===== config.mk =====
export PLATFORM = sky130hd
export DESIGN_NAME = pwm_dt_stage
export DESIGN_NICKNAME = d
export VERILOG_FILES = /design/src/rtl/pwm_dt_pkg.sv /design/src/rtl/cmp_bank.sv /design/src/rtl/pwm_edge.sv /design/src/rtl/dead_band.sv /design/src/rtl/fault_latch.sv /design/src/rtl/pwm_dt_stage.sv
export SDC_FILE = /design/constraint.sdc
export NUM_CORES = 1
export LEC_CHECK = 0
export BUFFER_PORTS_ARGS = -buffer_cell sky130_fd_sc_hd__clkbuf_2
export CELL_PAD_IN_SITES_DETAIL_PLACEMENT = 1
export CELL_PAD_IN_SITES_GLOBAL_PLACEMENT = 1
export CORE_UTILIZATION = 40
export DETAILED_ROUTE_END_ITERATION = 16
export PLACE_DENSITY_LB_ADDON = 0.1
export SLEW_MARGIN = 10
export SYNTH_ARGS = -nofsm -noshare
export SYNTH_HDL_FRONTEND = slang
export SYNTH_HIERARCHICAL = 1
export SYNTH_SLANG_ARGS = --single-unit

===== constraint.sdc =====
create_clock -name clk -period 3.25 [get_ports clk]
set_clock_uncertainty 0.05 [all_clocks]
set_input_delay 0.1625 -clock clk [delete_from_list [all_inputs] [get_ports clk]]
set_output_delay 0.1625 -clock clk [all_outputs]
set_load 0.005 [all_outputs]

===== src/rtl/pwm_dt_pkg.sv =====
package pwm_dt_pkg;

  typedef struct packed {
    logic hi;
    logic lo;
  } pin_pair_t;

  // Resolves a requested safe pair so the two pins are never both high.
  function automatic pin_pair_t resolve_safe(input logic want_hi, input logic want_lo);
    pin_pair_t p;
    p.hi = want_hi;
    p.lo = want_lo & ~want_hi;
    return p;
  endfunction

endpackage


===== src/rtl/cmp_bank.sv =====
module cmp_bank #(
  parameter int NUM_CH = 4,
  parameter int CNT_W  = 16,
  parameter int CH_W   = 2
)(
  input  logic                           clk,
  input  logic                           rst,
  input  logic                           wr_en,
  input  logic [CH_W-1:0]                wr_ch,
  input  logic [CNT_W-1:0]               wr_up,
  input  logic [CNT_W-1:0]               wr_dn,
  input  logic                           load,
  output logic [NUM_CH-1:0][CNT_W-1:0]   act_up,
  output logic [NUM_CH-1:0][CNT_W-1:0]   act_dn
);

  logic [NUM_CH-1:0][CNT_W-1:0] shd_up;
  logic [NUM_CH-1:0][CNT_W-1:0] shd_dn;

  always_ff @(posedge clk) begin
    if (rst) begin
      shd_up <= '0;
      shd_dn <= '0;
      act_up <= '0;
      act_dn <= '0;
    end else begin
      if (wr_en && (int'(wr_ch) < NUM_CH)) begin
        shd_up[wr_ch] <= wr_up;
        shd_dn[wr_ch] <= wr_dn;
      end
      if (load) begin
        act_up <= shd_up;
        act_dn <= shd_dn;
      end
    end
  end

  // active compare values move only after a boundary strobe
  a_r4_hold_until_boundary: assert property (@(posedge clk) disable iff (rst)
    !load |=> ($stable(act_up) && $stable(act_dn)));

endmodule


===== src/rtl/pwm_edge.sv =====
module pwm_edge #(
  parameter int CNT_W = 16
)(
  input  logic             clk,
  input  logic             rst,
  input  logic [CNT_W-1:0] cnt_val,
  input  logic             cnt_up,
  input  logic [CNT_W-1:0] cmp_up,
  input  logic [CNT_W-1:0] cmp_dn,
  output logic             ref_o
);

  logic hit_up;
  logic hit_dn;

  assign hit_up = cnt_up  && (cnt_val == cmp_up);
  assign hit_dn = !cnt_up && (cnt_val == cmp_dn);

  always_ff @(posedge clk) begin
    if (rst)         ref_o <= 1'b0;
    else if (hit_up) ref_o <= 1'b1;
    else if (hit_dn) ref_o <= 1'b0;
  end

  // up-count match raises the reference
  a_r2_set_on_up_match: assert property (@(posedge clk) disable iff (rst)
    (cnt_up && (cnt_val == cmp_up)) |=> ref_o);

  // down-count match lowers the reference
  a_r3_clear_on_down_match: assert property (@(posedge clk) disable iff (rst)
    (!cnt_up && (cnt_val == cmp_dn)) |=> !ref_o);

endmodule


===== src/rtl/dead_band.sv =====
module dead_band #(
  parameter int DT_W = 8
)(
  input  logic            clk,
  input  logic            rst,
  input  logic            ref_i,
  input  logic [DT_W-1:0] dt_rise,
  input  logic [DT_W-1:0] dt_fall,
  output logic            raw_hi,
  output logic            raw_lo
);

  logic            ref_d;
  logic            pending;
  logic [DT_W-1:0] dly;
  logic            idle;

  assign pending = ref_i ^ ref_d;
  assign idle    = (dly == '0);

  always_ff @(posedge clk) begin
    if (rst) begin
      ref_d <= 1'b0;
      dly   <= '0;
    end else begin
      ref_d <= ref_i;
      if (pending)
        dly <= ref_i ? dt_rise : dt_fall;
      else if (!idle)
        dly <= dly - DT_W'(1);
    end
  end

  // A pin turns on only once the reference is settled and the wait has run out.
  assign raw_hi =  ref_i & ~pending & idle;
  assign raw_lo = ~ref_i & ~pending & idle;

endmodule


===== src/rtl/fault_latch.sv =====
module fault_latch (
  input  logic clk,
  input  logic rst,
  input  logic fault_in,
  input  logic fault_clr,
  output logic fault_q
);

  always_ff @(posedge clk) begin
    if (rst)            fault_q <= 1'b0;
    else if (fault_in)  fault_q <= 1'b1;
    else if (fault_clr) fault_q <= 1'b0;
  end

  // a seen fault is captured
  a_r8_capture: assert property (@(posedge clk) disable iff (rst)
    fault_in |=> fault_q);

  // the latch holds without a valid clear
  a_r9_sticky: assert property (@(posedge clk) disable iff (rst)
    (fault_q && !(fault_clr && !fault_in)) |=> fault_q);

  // a clear with the fault input low releases the latch
  a_r9_release: assert property (@(posedge clk) disable iff (rst)
    (fault_clr && !fault_in) |=> !fault_q);

endmodule


===== src/rtl/pwm_dt_stage.sv =====
module pwm_dt_stage
  import pwm_dt_pkg::*;
#(
  parameter int NUM_CH = 4,
  parameter int CNT_W  = 16,
  parameter int DT_W   = 8,
  localparam int CH_W  = (NUM_CH > 1) ? $clog2(NUM_CH) : 1
)(
  input  logic              clk,
  input  logic              rst,
  input  logic [CNT_W-1:0]  cnt_val,
  input  logic              cnt_up,
  input  logic              cnt_zero,
  input  logic              wr_en,
  input  logic [CH_W-1:0]   wr_ch,
  input  logic [CNT_W-1:0]  wr_up,
  input  logic [CNT_W-1:0]  wr_dn,
  input  logic [DT_W-1:0]   dt_rise,
  input  logic [DT_W-1:0]   dt_fall,
  input  logic              fault_in,
  input  logic              fault_clr,
  input  logic [NUM_CH-1:0] safe_hi,
  input  logic [NUM_CH-1:0] safe_lo,
  output logic [NUM_CH-1:0] pwm_hi,
  output logic [NUM_CH-1:0] pwm_lo,
  output logic              fault_active
);

  logic [NUM_CH-1:0][CNT_W-1:0] act_up;
  logic [NUM_CH-1:0][CNT_W-1:0] act_dn;
  logic [NUM_CH-1:0]            ref_w;
  logic [NUM_CH-1:0]            raw_hi;
  logic [NUM_CH-1:0]            raw_lo;
  logic [NUM_CH-1:0]            safe_hi_eff;
  logic [NUM_CH-1:0]            safe_lo_eff;
  logic                         force_safe;

  cmp_bank #(
    .NUM_CH (NUM_CH),
    .CNT_W  (CNT_W),
    .CH_W   (CH_W)
  ) u_bank (
    .clk    (clk),
    .rst    (rst),
    .wr_en  (wr_en),
    .wr_ch  (wr_ch),
    .wr_up  (wr_up),
    .wr_dn  (wr_dn),
    .load   (cnt_zero),
    .act_up (act_up),
    .act_dn (act_dn)
  );

  fault_latch u_fault (
    .clk       (clk),
    .rst       (rst),
    .fault_in  (fault_in),
    .fault_clr (fault_clr),
    .fault_q   (fault_active)
  );

  // The raw fault input forces the pins on the very edge it is first seen.
  assign force_safe = fault_in | fault_active;

  generate
    for (genvar i = 0; i < NUM_CH; i++) begin : g_ch
      pwm_edge #(.CNT_W(CNT_W)) u_edge (
        .clk     (clk),
        .rst     (rst),
        .cnt_val (cnt_val),
        .cnt_up  (cnt_up),
        .cmp_up  (act_up[i]),
        .cmp_dn  (act_dn[i]),
        .ref_o   (ref_w[i])
      );

      dead_band #(.DT_W(DT_W)) u_db (
        .clk     (clk),
        .rst     (rst),
        .ref_i   (ref_w[i]),
        .dt_rise (dt_rise),
        .dt_fall (dt_fall),
        .raw_hi  (raw_hi[i]),
        .raw_lo  (raw_lo[i])
      );

      // outside fault transitions the true pin turns on only after the complement was off
      a_r5_gap_before_true: assert property (@(posedge clk) disable iff (rst)
        (!fault_active && !$past(fault_active) && !$past(fault_active, 2) && $rose(pwm_hi[i]))
        |-> $past(!pwm_lo[i]));

      // outside fault transitions the complement turns on only after the true pin was off
      a_r6_gap_before_comp: assert property (@(posedge clk) disable iff (rst)
        (!fault_active && !$past(fault_active) && !$past(fault_active, 2) && $rose(pwm_lo[i]))
        |-> $past(!pwm_hi[i]));
    end
  endgenerate

  always_comb begin
    for (int i = 0; i < NUM_CH; i++) begin
      pin_pair_t pp;
      pp = resolve_safe(safe_hi[i], safe_lo[i]);
      safe_hi_eff[i] = pp.hi;
      safe_lo_eff[i] = pp.lo;
    end
  end

  always_ff @(posedge clk) begin
    if (rst) begin
      pwm_hi <= '0;
      pwm_lo <= '0;
    end else if (force_safe) begin
      pwm_hi <= safe_hi_eff;
      pwm_lo <= safe_lo_eff;
    end else begin
      pwm_hi <= raw_hi;
      pwm_lo <= raw_lo;
    end
  end

  // reset leaves every pin and the fault flag low
  a_r1_reset_quiet: assert property (@(posedge clk)
    $past(rst) |-> ((pwm_hi == '0) && (pwm_lo == '0) && !fault_active));

  // the two pins of a pair are never high together
  a_r10_exclusive: assert property (@(posedge clk) disable iff (rst)
    (pwm_hi & pwm_lo) == '0);

  // a latched fault shows the programmed safe levels on the pins
  a_r8_safe_levels: assert property (@(posedge clk) disable iff (rst)
    fault_active |-> ((pwm_hi == $past(safe_hi)) && ((pwm_lo & ~$past(safe_lo)) == '0)));

endmodule


# Yosys cells after proc, flatten, opt, wreduce, memory -nomap -nowiden
# Index checks and enable logic that the tools add are counted.
[classes]
shift = 0
bitwise = 37
n_mux = 28
n_reduce_logical = 19
n_lt_le_gt_ge = 2
addsub = 4
div_mod_pow = 0
n_eq_ne = 12
n_mul = 0
[op_table]
columns = ["operator", "count"]
rows = [
  ["$bwmux 64", 2],
  ["$eq 16x16->1", 8],
  ["$mux 8", 12],
  ["$demux 16 s2", 1],
  ["$logic_not 8->1", 4],
  ["$sub 8x1->8 const B", 4],
  ["$and 1x1->1", 20],
  ["$mux 16", 1],
  ["$not 1->1", 12],
  ["$mux 1", 10],
  ["$reduce_bool 2->1", 5],
  ["$logic_and 1x1->1", 9],
  ["$mux 4", 2],
  ["$ne 2x1->1 const B", 4],
  ["$xor 1x1->1", 4],
  ["$lt 2x3->1 const B", 1],
  ["$ge 2x1->1 const B", 1],
  ["$logic_not 1->1", 1],
  ["$or 1x1->1", 1],
]
[totals]
inputBits = 81
elab_cells = 133
mem_bits_rw = 0
romBits = 0
n_memories = 0
output_inout_bits = 9
regBits = 305
latch_bits = 0

# Depth between registers and ports, before layout
[depth]
depth_word = 5
depth_mapped = 7
depth_no_buf = 7

# By module
# The synthesis kept the hierarchy.
[modules_own_cells]
columns = ["mod", "seq_area_each_um2", "cells_per_inst", "instances", "area_each_um2"]
rows = [
  ["cmp_bank", 5124.9, 865, 1, 9739.3],
  ["dead_band", 180.2, 67, 4, 605.6],
  ["pwm_edge", 20.0, 46, 4, 391.6],
  ["pwm_dt_stage", 160.2, 36, 1, 302.8],
  ["fault_latch", 20.0, 4, 1, 38.8],
]

# Worst setup path before layout
# OpenSTA, ideal clock, no wires.
[synth_path]
path_kind = "register -> register"
start = "register g_ch[0].u_edge.ref_o"
end = "register g_ch[0].u_db.dly[2]"
required_ns = 3.114
path_slack_ns = 1.383
setup_time_ns = 0.086
path_buffers = 2
path_stages_with_launch = 8
synth_period_minus_slack_ns = 1.867
arrival_time_ns = 1.731
cell_sequence = "dfxtp_1 > buf_2 > inv_1 > ha_1 > clkbuf_1 > inv_1 > a21o_2 > a211oi_1"
[synth_via]
elab_chain_cells = 2
word_cells_on_any_way = 4
cone_classes = "eq/ne: 1; mux: 2; bitwise: 1"
[synth_lines]
columns = ["element", "line_no", "text"]
rows = [
  ["from (decl)", "pwm_edge.sv:10", "output logic ref_o"],
  ["from (signal assigned)", "pwm_edge.sv:20", "if (rst) ref_o <= 1'b0;"],
  ["from (signal assigned)", "pwm_edge.sv:21", "else if (hit_up) ref_o <= 1'b1;"],
  ["from (signal assigned)", "pwm_edge.sv:22", "else if (hit_dn) ref_o <= 1'b0;"],
  ["$xor 1x1->1 / $mux 8 (equally long branches)", "dead_band.sv:18, dead_band.sv:28", ""],
  ["$ne 2x1->1 (no source line) / $mux 8 (equally long branches)", "--", ""],
  ["to (signal assigned)", "dead_band.sv:28", "dly <= ref_i ? dt_rise : dt_fall;"],
  ["to (signal assigned)", "dead_band.sv:30", "dly <= dly - DT_W'(1);"],
  ["to (decl)", "dead_band.sv:15", "logic [DT_W-1:0] dly;"],
]
# Several ways; a longest one is shown, not always the timed one.
# A chain may end at the register's enable or synchronous reset.

# Worst setup path in the final report
[layout_path]
start = "register g_ch[2].u_db.dly[3]"
end = "register pwm_hi[2]"
[layout_via]
elab_chain_cells = 3
[layout_lines]
columns = ["element", "line_no", "text"]
rows = [
  ["from (decl)", "dead_band.sv:15", ""],
  ["from (signal assigned)", "dead_band.sv:28", ""],
  ["from (signal assigned)", "dead_band.sv:30", ""],
  ["$logic_not 8->1", "dead_band.sv:19", "assign idle = (dly == '0);"],
  ["$and 1x1->1", "dead_band.sv:35", "assign raw_hi = ref_i & ~pending & idle;"],
  ["named net raw_hi[2]", "pwm_dt_stage.sv:32", "logic [NUM_CH-1:0] raw_hi;"],
  ["$mux 4", "pwm_dt_stage.sv:112", "end else if (force_safe) begin"],
  ["to (signal assigned)", "pwm_dt_stage.sv:113", "pwm_hi <= safe_hi_eff;"],
  ["to (signal assigned)", "pwm_dt_stage.sv:116", "pwm_hi <= raw_hi;"],
  ["to (decl)", "pwm_dt_stage.sv:24", "output logic [NUM_CH-1:0] pwm_hi,"],
]
# The timed path passes the listed nets, and every way through them passes these cells.

==> impl_metrics.ini <==
[routing]
first_pass_iters = 4
drcViolationCount = 0
antenna_left = 0
viasPerCell = 5.012
drtIter0Drc = 322
wl_per_cell_um = 19.33
num_vias = 9789
wl_um = 37760

[clock_network]
cts_num_sinks = 305
clkLatencyLatePin_ns = 0.52
cts_root_buffer = clkbuf_16
clk_pin_slew_ns = 0.06
tritoncts = yes
numCtsBuffers = 36
post_cts_buffers = 0
cts.path.max_buffers = 3
htree_levels = 2

[worst_setup_path]
path_max_fanout = 6
worstPathArrival_ns = 2.74
worstReg2RegStart = g_ch[2].u_db/dly[3]
critical_path.slowest_cell = or4_4
cp-endpoint = pwm_hi[2]
r2r_slack_ns = 0.91
crit_chain = or4_4 > nor3_4 > and2_2 > nand2_1 > a21oi_1 > dlygate4sd3_1
start_kind = flop
max_stage_delay_ns = 0.58
end_kind = flop
worst-path-buf-inv = 1
r2r_end = pwm_hi[2]
worstPathRequired_ns = 3.65
crit_type = reg2reg
r2r_cells = 6
crit_start = g_ch[2].u_db/dly[3]
crit_family = simple AND/OR/NAND/NOR gates
cp.depth = 6

[timing]
period_needed_ns = 2.335
setup_viol = 0
maxSlewHeadroom = 0.4328
hold_viol = 1
fin_crit_sh = 0.7185
hold_ws_ns = -0.00002914
rsz0062_at_grt = false
slew_viol_final = 0
tightest_slew_ns = 0.8430
fin_tns_setup_ns = 0
fmax_mhz = 428.3

[floorplanning]
die_x_um = 189.6
ios = 90
die_y_um = 189.6
core_sq_mm = 0.03454
die-area_sq_mm = 0.03593
start_util = 0.4073
rows = 68

[synth]
yosysWarningCount = 6
yosysTopAreaCellShare = 0.4340
netlist_area_sq_mm = 0.01407
synth_flop_cell = dfxtp_1
yosysUniqueCellTypes = 43
yosysSeqAreaShare = 0.4340
synth_commonest_cells = 305 x dfxtp_1, 276 x mux2i_1, 165 x nand2b_1, 144 x nor2_1, 132 x xor2_1
post-synth-top-count-cell = dfxtp_1
synth_nets = 1454
syn_area_per_cell_sq_um = 10.37
yosys_register_bits = 305
synth_area_leaders = dfxtp_1 43%, mux2i_1 20%, xor2_1 8.2%
post-synth-top-area-cell = dfxtp_1
synthCells = 1357
synth_edf_count = 0
async_flop_share = 0

[grt]
antenna_found_initial = 1
gr-usage-all-layers = 0.2128
grt_pass1_vias = 10290
grt_pass1_wl_um = 59340
overflow = 0
grt_max_degree = 104

[run_status]
status = finished with violations
failed_checks = hold timing

[layout]
fillCellCount = 3887
layout.nets = 1569
multi_input_area_sq_mm = 0.007278
area_delta_synth_final_pct = 15.76
seq_area_sq_mm = 0.006106
drive_above_1_share = 0.1316

[min_path]
hold_class = in2reg

[run]
cap_violations = 0

[placed_design]
dpl.hpwl_um = 25610
portBuffers = 89
gp_congestion = 0.8039

[power]
p_leak_nw = 7.321
p_per_area_mw_per_mm2 = 622.6
peakVddDrop_mv = 0.3350
-- registers in the layout (all words and copies together), names as in the netlist --
signal             count
u_fault/fault_q        1
u_bank/act_dn         64
g_ch.u_edge/ref_o      4
u_bank/shd_up         64
pwm_lo                 4
g_ch.u_db/dly         32
g_ch.u_db/ref_d        4
pwm_hi                 4
u_bank/shd_dn         64
u_bank/act_up         64
-- area by class of cell --
type	count	share of cell area
multi-input combinational	952	0.4469
sequential	305	0.3749
timing repair buffer	148	0.06515
clock buffer	50	0.06353
tap	455	0.03495
clock inverter	13	0.007759
inverter	29	0.006684
antenna	1	0.0001536
-- worst reg2reg max path, cell delays in order (launching register included) --
cell and delay [ns]:
dfxtp_1 0.35, or4_4 0.58, nor3_4 0.33, and2_2 0.23, nand2_1 0.05, a21oi_1 0.12, dlygate4sd3_1 0.57
-- power by group --
group / switching (W) / leakage (nW) / internal, W / total [W]
Sequential: 0.000207 / 2.48 / 0.00401 / 0.00422
Clock: 0.00160 / 0.581 / 0.00239 / 0.00399
Combinational: 0.00102 / 4.26 / 0.000915 / 0.00194
-- worst min path at each step --
stage | depth (start not counted) | from | to | slack (ns)
floorplan | 1 | rst | u_fault/fault_q | 0.17
global route | 3 | wr_up[2] | u_bank/shd_up[34] | 0.01
global placement | 3 | safe_hi[1] | pwm_hi[1] | 0.36
CTS | 3 | dt_rise[4] | g_ch[1].u_db/dly[4] | 0.002
finish | 3 | wr_dn[9] | u_bank/shd_dn[41] | -0.00003
detailed placement | 3 | safe_hi[1] | pwm_hi[1] | 0.37
-- through the flow --
| stage | instance area (sq um) | worst slack (ns) | instances | util | total power, W |
|---|---|---|---|---|---|
| floorplan | 14070 | 1.383 | 1357 | - | 0.005712 |
| global placement | 14690 | 0.9921 | 1846 | 0.4253 | 0.006143 |
| detailed placement | 14690 | 1.069 | 1846 | 0.4253 | 0.006203 |
| CTS | 16280 | 0.8669 | 1952 | 0.4714 | 0.01029 |
| global route | 16280 | 0.7677 | 1952 | 0.4714 | 0.01064 |
| finish | 16290 | 0.9150 | 1953 | 0.4715 | 0.01014 |
-- logic make-up after synthesis --
| kind of cell | Yosys count | share of synthesized area |
|---|---|---|
| adders and majority gates | 16 | 0.01423 |
| AOI/OAI and AO/OA | 73 | 0.03904 |
| muxes | 280 | 0.1996 |
| xor gates and xnor gates | 152 | 0.09462 |
| and+or+nand+nor | 431 | 0.1694 |
| DFF | 305 | 0.4340 |
| buffers and inverters | 100 | 0.04918 |
-- repair_timing --
action,CTS,global route
resized for setup,0,0
hold buffers,43,0
endpoints found under the hold margin,107,0
-- per-layer routing --
layer,share of wire,vias up,global-route usage
met5,0.00048,-,0
met4,0.020,2,0.05614
met3,0.030,51,0.03025
met2,0.46,133,0.3481
met1,0.49,4777,0.2927
li1,-,4826,-
-- placed cells by master (no fill, tap or decap), drive strengths merged, types with 2 or more instances in the layout --
cell         count
nor3            16
ha              16
o311ai           8
a21o             8
dlygate4sd3     43
mux2             4
and2             8
nand2b         165
a211oi          28
buf             17
nor4            24
nor3b            9
inv             32
nor2           145
clkbuf         138
nand4            4
nand3            5
dfxtp          305
xnor2           20
and4             4
o211ai           4
xor2           132
nor2b            8
or3              8
bufinv           2
nand3b           6
a21oi           21
or4              8
o41ai            4
nand2           20
mux2i          276
clkinv           8
Note: power is estimated with default switching activity, not from simulation.
